## src/rtl/stepper_pkg.sv

```systemverilog
package stepper_pkg;

  localparam int POS_W    = 5;
  localparam int IDX_N    = 1 << POS_W;
  localparam int HOME_IDX = 4;
  localparam int MAG_W    = 8;
  localparam int QTR_N    = IDX_N / 4;

  typedef logic [POS_W-1:0] pos_t;
  typedef logic [MAG_W-1:0] mag_t;

  typedef enum logic [1:0] {
    RES_FULL    = 2'b00,
    RES_HALF    = 2'b01,
    RES_QUARTER = 2'b10,
    RES_EIGHTH  = 2'b11
  } res_e;

  // Index units moved per accepted edge.
  function automatic pos_t step_delta(res_e r);
    case (r)
      RES_FULL:    step_delta = pos_t'(QTR_N);
      RES_HALF:    step_delta = pos_t'(QTR_N / 2);
      RES_QUARTER: step_delta = pos_t'(QTR_N / 4);
      default:     step_delta = pos_t'(1);
    endcase
  endfunction

  // Next position with modulo wrap.
  function automatic pos_t advance(pos_t p, logic up, res_e r);
    advance = up ? pos_t'(p + step_delta(r)) : pos_t'(p - step_delta(r));
  endfunction

  // 255*sin(k*pi/16) for k = 0..8, rounded.
  function automatic mag_t quarter_mag(logic [3:0] k);
    case (k)
      4'd0:    quarter_mag = 8'd0;
      4'd1:    quarter_mag = 8'd50;
      4'd2:    quarter_mag = 8'd98;
      4'd3:    quarter_mag = 8'd142;
      4'd4:    quarter_mag = 8'd180;
      4'd5:    quarter_mag = 8'd212;
      4'd6:    quarter_mag = 8'd236;
      4'd7:    quarter_mag = 8'd250;
      default: quarter_mag = 8'd255;
    endcase
  endfunction

  // |sin| over the full cycle: fold each half onto the first quadrant.
  function automatic mag_t sine_mag(pos_t p);
    logic [3:0] m;
    logic [3:0] k;
    m = p[3:0];
    k = (m > 4'd8) ? 4'(5'd16 - {1'b0, m}) : m;
    sine_mag = quarter_mag(k);
  endfunction

  // Positive half of the cycle.
  function automatic logic sine_pol(pos_t p);
    sine_pol = ~p[POS_W-1];
  endfunction

endpackage

```

## src/rtl/step_edge_sync.sv

```systemverilog
module step_edge_sync #(
  parameter int SYNC_STAGES = 2
) (
  input  logic clk,
  input  logic rst_n,
  input  logic step_in,
  output logic step_rise
);

  // chain[0..SYNC_STAGES-1] synchronize, the last flop remembers the previous level
  logic [SYNC_STAGES:0] chain;

  always_ff @(posedge clk or negedge rst_n) begin
    if (!rst_n) chain <= '0;
    else        chain <= {chain[SYNC_STAGES-1:0], step_in};
  end

  assign step_rise = chain[SYNC_STAGES-1] & ~chain[SYNC_STAGES];

endmodule

```

## src/rtl/wake_lockout.sv

```systemverilog
module wake_lockout #(
  parameter int WAKE_CYCLES = 50000
) (
  input  logic clk,
  input  logic rst_n,
  input  logic sleep_n,
  output logic wake_busy
);

  localparam int CNT_W = $clog2(WAKE_CYCLES + 1);

  logic [CNT_W-1:0] remain_q;

  always_ff @(posedge clk or negedge rst_n) begin
    if (!rst_n)               remain_q <= '0;
    else if (!sleep_n)        remain_q <= CNT_W'(WAKE_CYCLES);
    else if (remain_q != '0)  remain_q <= remain_q - 1'b1;
  end

  assign wake_busy = (remain_q != '0);

endmodule

```

## src/rtl/phase_accum.sv

```systemverilog
module phase_accum
  import stepper_pkg::*;
(
  input  logic       clk,
  input  logic       rst_n,
  input  logic       sleep_n,
  input  logic       step_take,
  input  logic       dir_in,
  input  logic [1:0] res_sel,
  output pos_t       pos_q
);

  always_ff @(posedge clk or negedge rst_n) begin
    if (!rst_n)         pos_q <= pos_t'(HOME_IDX);
    else if (!sleep_n)  pos_q <= pos_t'(HOME_IDX);
    else if (step_take) pos_q <= advance(pos_q, dir_in, res_e'(res_sel));
  end

endmodule

```

## src/rtl/winding_drive.sv

```systemverilog
module winding_drive
  import stepper_pkg::*;
#(
  parameter int OFFSET = 0
) (
  input  pos_t pos,
  input  logic drive_on,
  output mag_t mag_o,
  output logic pol_o
);

  pos_t phase;

  assign phase = pos_t'(pos + pos_t'(OFFSET));
  assign mag_o = drive_on ? sine_mag(phase) : '0;
  assign pol_o = drive_on & sine_pol(phase);

endmodule

```

## src/rtl/stepper_translator.sv

```systemverilog
module stepper_translator
  import stepper_pkg::*;
#(
  parameter int WAKE_CYCLES = 50000,
  parameter int SYNC_STAGES = 2
) (
  input  logic       clk,
  input  logic       rst_n,
  input  logic       step_in,
  input  logic       dir_in,
  input  logic [1:0] res_sel,
  input  logic       sleep_n,
  input  logic       enable_n,
  output logic [4:0] pos_o,
  output logic       home_o,
  output logic       drive_on,
  output logic [7:0] mag_a,
  output logic       pol_a,
  output logic [7:0] mag_b,
  output logic       pol_b
);

  localparam int WINDINGS = 2;

  // Named internal events, visible to the checker
  logic step_rise;
  logic wake_busy;
  logic step_take;
  pos_t pos_q;

  step_edge_sync #(.SYNC_STAGES(SYNC_STAGES)) u_sync (
    .clk      (clk),
    .rst_n    (rst_n),
    .step_in  (step_in),
    .step_rise(step_rise)
  );

  wake_lockout #(.WAKE_CYCLES(WAKE_CYCLES)) u_wake (
    .clk      (clk),
    .rst_n    (rst_n),
    .sleep_n  (sleep_n),
    .wake_busy(wake_busy)
  );

  assign step_take = step_rise & sleep_n & ~wake_busy;

  phase_accum u_accum (
    .clk      (clk),
    .rst_n    (rst_n),
    .sleep_n  (sleep_n),
    .step_take(step_take),
    .dir_in   (dir_in),
    .res_sel  (res_sel),
    .pos_q    (pos_q)
  );

  assign drive_on = rst_n & sleep_n & ~enable_n;
  assign pos_o    = pos_q;
  assign home_o   = (pos_q == pos_t'(HOME_IDX));

  // Winding 0 (A) leads by a quarter cycle (cosine), winding 1 (B) is sine.
  mag_t mag_w [WINDINGS];
  logic pol_w [WINDINGS];

  for (genvar w = 0; w < WINDINGS; w++) begin : g_wind
    winding_drive #(.OFFSET(w == 0 ? QTR_N : 0)) u_wd (
      .pos     (pos_q),
      .drive_on(drive_on),
      .mag_o   (mag_w[w]),
      .pol_o   (pol_w[w])
    );
  end

  assign mag_a = mag_w[0];
  assign pol_a = pol_w[0];
  assign mag_b = mag_w[1];
  assign pol_b = pol_w[1];

endmodule

```

## config.mk

```make
export PLATFORM = sky130hd
export DESIGN_NAME = stepper_translator
export DESIGN_NICKNAME = d
export VERILOG_FILES = /design/src/rtl/stepper_pkg.sv /design/src/rtl/step_edge_sync.sv /design/src/rtl/wake_lockout.sv /design/src/rtl/phase_accum.sv /design/src/rtl/winding_drive.sv /design/src/rtl/stepper_translator.sv
export SDC_FILE = /design/constraint.sdc
export NUM_CORES = 1
export LEC_CHECK = 0
export ABC_AREA = 1
export BUFFER_PORTS_ARGS = -buffer_cell sky130_fd_sc_hd__buf_2
export CAP_MARGIN = 20
export CORE_MARGIN = 2
export CORE_UTILIZATION = 45
export CTS_BUF_LIST = sky130_fd_sc_hd__clkbuf_8
export CTS_CLUSTER_DIAMETER = 120
export DETAILED_ROUTE_END_ITERATION = 12
export GPL_TIMING_DRIVEN = 0
export PLACE_DENSITY_LB_ADDON = 0.15
export RECOVER_POWER = 100
export SLEW_MARGIN = 5
export SYNTH_ARGS = -nofsm -noshare
export SYNTH_HDL_FRONTEND = slang
export SYNTH_SLANG_ARGS = --single-unit
```

## constraint.sdc

```tcl
create_clock -name clk -period 2.3 [get_ports clk]
set_clock_uncertainty 0.1 [all_clocks]
set_input_delay 0.23 -clock clk [delete_from_list [all_inputs] [get_ports clk]]
set_output_delay 0.23 -clock clk [all_outputs]
set_load 0.02 [all_outputs]
```

Yosys cells after proc, flatten, opt, wreduce, memory -nomap -nowiden:

Memory sizes are Yosys's and may differ from the RTL's.
Cells that the tools add are included.

* register bits: 24
* bits in read-only memories: 112
* bits of input ports: 8
* output and inout port bits: 25
* logic and storage cells: 46
* memories: 2

Memory list
* (no name shown): words 8, bits a word 7, read ports 1, clocked after memory_dff 0, write ports 0, RTL line stepper_pkg.sv:36 `case (k)`
* (no name shown): words 8, bits a word 7, read ports 1, clocked after memory_dff 0, write ports 0, RTL line stepper_pkg.sv:36

* add/subtract/negate cells: 6
* magnitude comparators: 2
* equality and inequality tests: 5
* mux-type cells: 14
* bitwise gates (word level): 12
* reductions and logical operators: 2

Operators with widths (number)
* two-way mux 16 bit: 2
* two-way mux 8 bit: 4
* two-way mux 5 bit: 5
* nonzero test 16 bit: 1
* subtractor 16 x 1 -> 16 bit, second input constant: 1
* case mux 4 bit (3 select lines): 1
* > comparator 4 bit, second input constant: 2
* two-way mux 4 bit: 2
* subtractor 1 x 4 -> 4 bit, first input constant: 2
* bitwise AND 1 bit: 7
* adder 5 x 4 -> 5 bit, second input constant: 1
* adder 5 bit: 1
* equality test 5 x 3 -> 1 bit, second input constant: 1
* NOT 1 bit: 5
* subtractor 5 bit: 1
* inequality test 2 x 1 -> 1 bit, second input constant: 2
* equality test 2 x 1 -> 1 bit, second input constant: 1
* equality test 2 bit, second input constant: 1
* zero test 2 bit: 1

Longest topological paths before layout:

* depth after elaboration: 10
* gate-level depth with buffers: 13
* gate-level depth less buffers: 13

Hierarchy:

From an unflattened synthesis, not the netlist that was laid out.

* cells, all modules: 345
* area, all modules: 2227.1 µm²

By module, submodules not included
* wake_lockout: instances 1, cells an instance 153, area an instance 1062.3 µm², sequential area each 400.4 µm²
* phase_accum: instances 1, cells an instance 56, area an instance 400.4 µm², sequential area each 126.4 µm²
* winding_drive (g_wind[0].u_wd): instances 1, cells an instance 64, area an instance 340.3 µm², sequential area each 0.0 µm²
* winding_drive (g_wind[1].u_wd): instances 1, cells an instance 57, area an instance 301.5 µm², sequential area each 0.0 µm²
* step_edge_sync: instances 1, cells an instance 5, area an instance 85.1 µm², sequential area each 75.1 µm²
* stepper_translator: instances 1, cells an instance 10, area an instance 37.5 µm², sequential area each 0.0 µm²

Worst setup path after synthesis:

No wires, ideal clock.

* path kind: register to output
* start point: register u_accum.pos_q[0]
* end point: output mag_b[5]
* data arrival time: 2.136 ns
* required time: 1.970 ns
* slack: -0.166 ns
* cell stages (with the launch flop): 14
* buffers on the path: 1
* cells stage by stage: dfrtp_1 > buf_6 > inv_1 > ha_1 > nand2_2 > nand2_1 > nand2_1 > nand2_1 > ha_1 > inv_1 > nand2_1 > nand2_1 > inv_1 > a21oi_1

* word-level cells in the longest chain between the ends: 5
* elaborated cells on any way between the ends: 6
* classes of those cells: add/sub (1); order compare (1); mux (3); memory (1)

Ends and longest elaborated chain
* from (decl): RTL line phase_accum.sv:10 `output pos_t pos_q`
* from (signal assigned): RTL line phase_accum.sv:14 `if (!rst_n) pos_q <= pos_t'(HOME_IDX);`
* from (signal assigned): RTL line phase_accum.sv:15 `else if (!sleep_n) pos_q <= pos_t'(HOME_IDX);`
* from (signal assigned): RTL line phase_accum.sv:16 `else if (step_take) pos_q <= advance(pos_q, dir_in, res_e'(res_sel));`
* subtractor 1 x 4 -> 4 bit / > comparator 4 bit (equally long branches): RTL line stepper_pkg.sv:54 `k = (m > 4'd8) ? 4'(5'd16 - {1'b0, m}) : m;`
* two-way mux 4 bit (*): RTL line stepper_pkg.sv:54
* memory (8 x 7 bit)
* two-way mux 8 bit (*): RTL line stepper_pkg.sv:36
* two-way mux 8 bit (*): RTL line winding_drive.sv:15 `assign mag_o = drive_on ? sine_mag(phase) : '0;`
* to (decl): RTL line stepper_translator.sv:19 `output logic [7:0] mag_b,`

Every way passes the cells marked *; elsewhere a longest branch is shown, timed or not.

Worst setup path in the final report:

* start point: register u_accum.pos_q[0]
* end point: output mag_a[4]

* word-level cells in the longest chain between the ends: 6
* elaborated cells on any way between the ends: 7
* classes of those cells: add/sub (2); order compare (1); mux (3); memory (1)

Ends and longest elaborated chain
* adder 5 x 4 -> 5 bit (*): RTL line winding_drive.sv:14 `assign phase = pos_t'(pos + pos_t'(OFFSET));`
* subtractor 1 x 4 -> 4 bit / > comparator 4 bit (equally long branches): RTL line stepper_pkg.sv:54
* two-way mux 4 bit (*): RTL line stepper_pkg.sv:54
* memory (8 x 7 bit)
* two-way mux 8 bit (*): RTL line stepper_pkg.sv:36
* two-way mux 8 bit (*): RTL line winding_drive.sv:15
* to (decl): RTL line stepper_translator.sv:17 `output logic [7:0] mag_a,`

Marks and branches as above.

==> results.toml <==
[yosys]
syn_area_um2 = 2000
postSynthAreaPerCell_um2 = 6.66
synth_edf_count = 0
yosysWarningCount = 0
synthFlopType = "dfrtp_1"
yosys-top-cells-area = "dfrtp_1 (29%), nand2_1 (15%), inv_1 (8.4%), ha_1 (7.5%), nor2_1 (6.6%)"
yosys.area.top_type = "dfrtp_1"
synthCells = 300
yosysTopAreaCellShare_pct = 28.8
syn-num-nets = 321
ys_types = 34
synth-seq-area-share_pct = 30.1
ys_async_sr_fraction_pct = 100
ys_ff_latch = 24

[worst_setup_path]
crit_path_start_kind = "flop"
cp_max_fo = 4
rr_endpoint = "u_accum.pos_q[4]"
crit_path_start = "u_accum.pos_q[0]"
r2r_start = "u_accum.pos_q[0]"
path_class = "flop to output pin"
arrival_ns = 1.97
setup.worst_path.end = "mag_a[4]"
required_ns = 1.97
end_kind = "output pin"
rrSetupSlack_ns = 0.39
r2r_cells = 12

[clocking]
cts.path.max_buffers = 2
clkLatencyLatePin_ns = 0.27
root_buffer = "clkbuf_8"
cts_buffers = 3
cts_tree = "done"
htree_levels = 1
clk_pin_slew_ns = 0.08
clock_sinks = 24

[die]
dieArea_um2 = 4990
fp.dieW_um = 70.7
start_util_pct = 46.2
ios = 33
core_um2 = 4320
num_rows = 24
fp.dieH_um = 70.7

[grt]
grt_usage_pct = 19.9
grt_pass1_wl_um = 8200
grt_pass1_vias = 1907
gr-total-overflow = 0
antenna_found_initial = 0
grt_max_degree = 24

[cells_and_area]
diodes = 0
drive_gt1_share_pct = 29.9
areaGrowthSynthToFinish_pct = 30.9
fillers = 393
postLayoutCellArea_um2 = 2620
final_nets = 376

[sta]
hold_viol_final = 0
setup_viol = 0
worst_hold_slack_ns = 0.217
drv_slew = 0
fmax_ghz = 0.435
relSlewSlack_pct = 64.0
fin_crit_sh_pct = 100
rsz0062_at_grt = "true"
worst_pin_slew_ns = 0.538
finalCriticalPeriod_ns = 2.30

[route]
drtAntennaViolNets = 0
routed_wirelength_um = 4860
drc = 0
drtIter0Drc = 85
vias_per_cell = 5.05
num_vias = 2051
wl_per_cell_um = 12.0
dr.pass1.iters = 4

[place]
hpwl_um = 3320
port_buffers = 32
placed_area_um2 = 2240
gp_congestion = 0.793

[status]
status = "finished clean"

[worst_hold_path]
hold_path.class = "primary input to flop"

[pwr]
cellPowerDensity_nw_per_um2 = 600
p_leak_nw = 1.36
peakVddDrop_mv = 0.394

[job]
drv_cap = 0
[registers in the layout, summed over array words and instances (netlist names)]
| name | flops |
|---|---|
| u_wake.remain_q | 16 |
| u_accum.pos_q | 5 |
| u_sync.chain | 3 |
[kinds of logic (layout without fill, tap and decap cells)]
family | after synthesis | in the layout | share of synthesized area (%)
simple gates | 170 | 170 | 38.6
buf+inv | 54 | 108 | 11.0
compound gates | 35 | 35 | 10.1
flops | 24 | 24 | 30.1
fa+ha+maj | 13 | 13 | 8.51
xor+xnor | 4 | 4 | 1.75
[worst min-delay path by stage]
stage | from | end | slack (ns) | depth (start not counted)
6_report | sleep_n | u_wake.remain_q[8] | 0.22 | 4
5_1_grt | sleep_n | u_wake.remain_q[8] | 0.24 | 4
4_1_cts | sleep_n | u_wake.remain_q[8] | 0.21 | 4
3_5_place_dp | rst_n | u_wake.remain_q[13] | 0.16 | 1
3_3_place_gp | rst_n | u_wake.remain_q[13] | 0.15 | 1
2_1_floorplan | rst_n | u_accum.pos_q[0] | -0.17 | 0
[cell usage in the layout (no fill, tap or decap), types with 2 or more instances in the layout]
cell,n
clkbuf_8,4
buf_6,4
nand3_1,24
dfrtp_1,21
dlygate4sd3_1,3
nor3_1,2
nand2_2,8
ha_1,6
a21oi_2,5
a21oi_1,12
buf_2,18
o21ai_0,8
nand2_1,70
ha_2,2
nor2_1,35
inv_2,10
nand4_1,7
o21ai_1,5
dfrtp_2,2
nor2_2,4
ha_4,4
nand3_2,3
nand3b_1,4
nand2_4,7
buf_4,23
xor2_1,3
inv_1,38
clkbuf_1,4
[area by class of cell]
cell class                      instances  area (um2)  share of cell area, %
Multi-Input combinational cell        222        1320                   50.6
Tap cell                               52        65.1                   2.49
Timing Repair Buffer                   51         353                   13.5
Sequential cell                        24         604                   23.1
Clock buffer                            4        55.1                   2.10
Inverter                               50         194                   7.41
Buffer                                  3        22.5                  0.860
[repair_timing]
action	CTS	global route
gates cloned	0	0
endpoints found under the setup margin	15	14
pin swaps	6	10
setup buffers	9	6
hold buffers	3	0
gates resized for setup	24	31
endpoints found under the hold margin	24	0
[layer usage]
layer | up-vias | share of wire, % | global-route usage [%]
met2 | 35 | 51 | 36.3
met5 | - | 0 | 0
met3 | 8 | 3.1 | 2.28
li1 | 1066 | - | -
met1 | 942 | 44 | 25.2
met4 | 0 | 1.5 | 4.82
[worst max-delay path, stage by stage (launching register included)]
cell and delay [ns]:
dfrtp_2 0.42, clkinvlp_4 0.12, ha_4 0.26, nand2_2 0.06, nand2_2 0.06, nand2_4 0.07
inv_4 0.05, ha_4 0.15, nand3b_1 0.17, nand2_1 0.08, nor2_1 0.04, nor2_1 0.08
buf_4 0.14
[cell usage after synthesis (3+ instances only)]
library cell,number
nand4_1,7
inv_2,5
nor2_2,4
dfrtp_1,23
inv_1,45
o21ai_0,11
ha_1,12
nand2_2,4
nor2_1,35
xor2_1,3
a21oi_1,13
a21oi_2,4
nand3b_1,4
nand2_1,81
nand3_1,26
[stage by stage]
stage / setup TNS (ns) / setup WS, ns / utilization, % / instances / power [mW]
after global placement: -1.21 / -0.176 / 51.7 / 384 / 1.07
after CTS: -0.0383 / -0.0278 / 56.9 / 400 / 1.46
after global routing: -0.796 / -0.124 / 60.5 / 406 / 1.69
final: 0 / 0.000237 / 60.5 / 406 / 1.57
after floorplan: 0 / 0.00548 / - / 300 / 0.943
after detailed placement: -1.30 / -0.190 / 51.7 / 384 / 1.08
[power breakdown]
part | internal, mW | total, mW | switching [mW]
sequential | 0.457 | 0.497 | 0.0395
combinational | 0.308 | 0.782 | 0.474
clock | 0.153 | 0.290 | 0.137
total | 0.919 | 1.57 | 0.651
No activity file was read; power rests on OpenSTA's default activity.
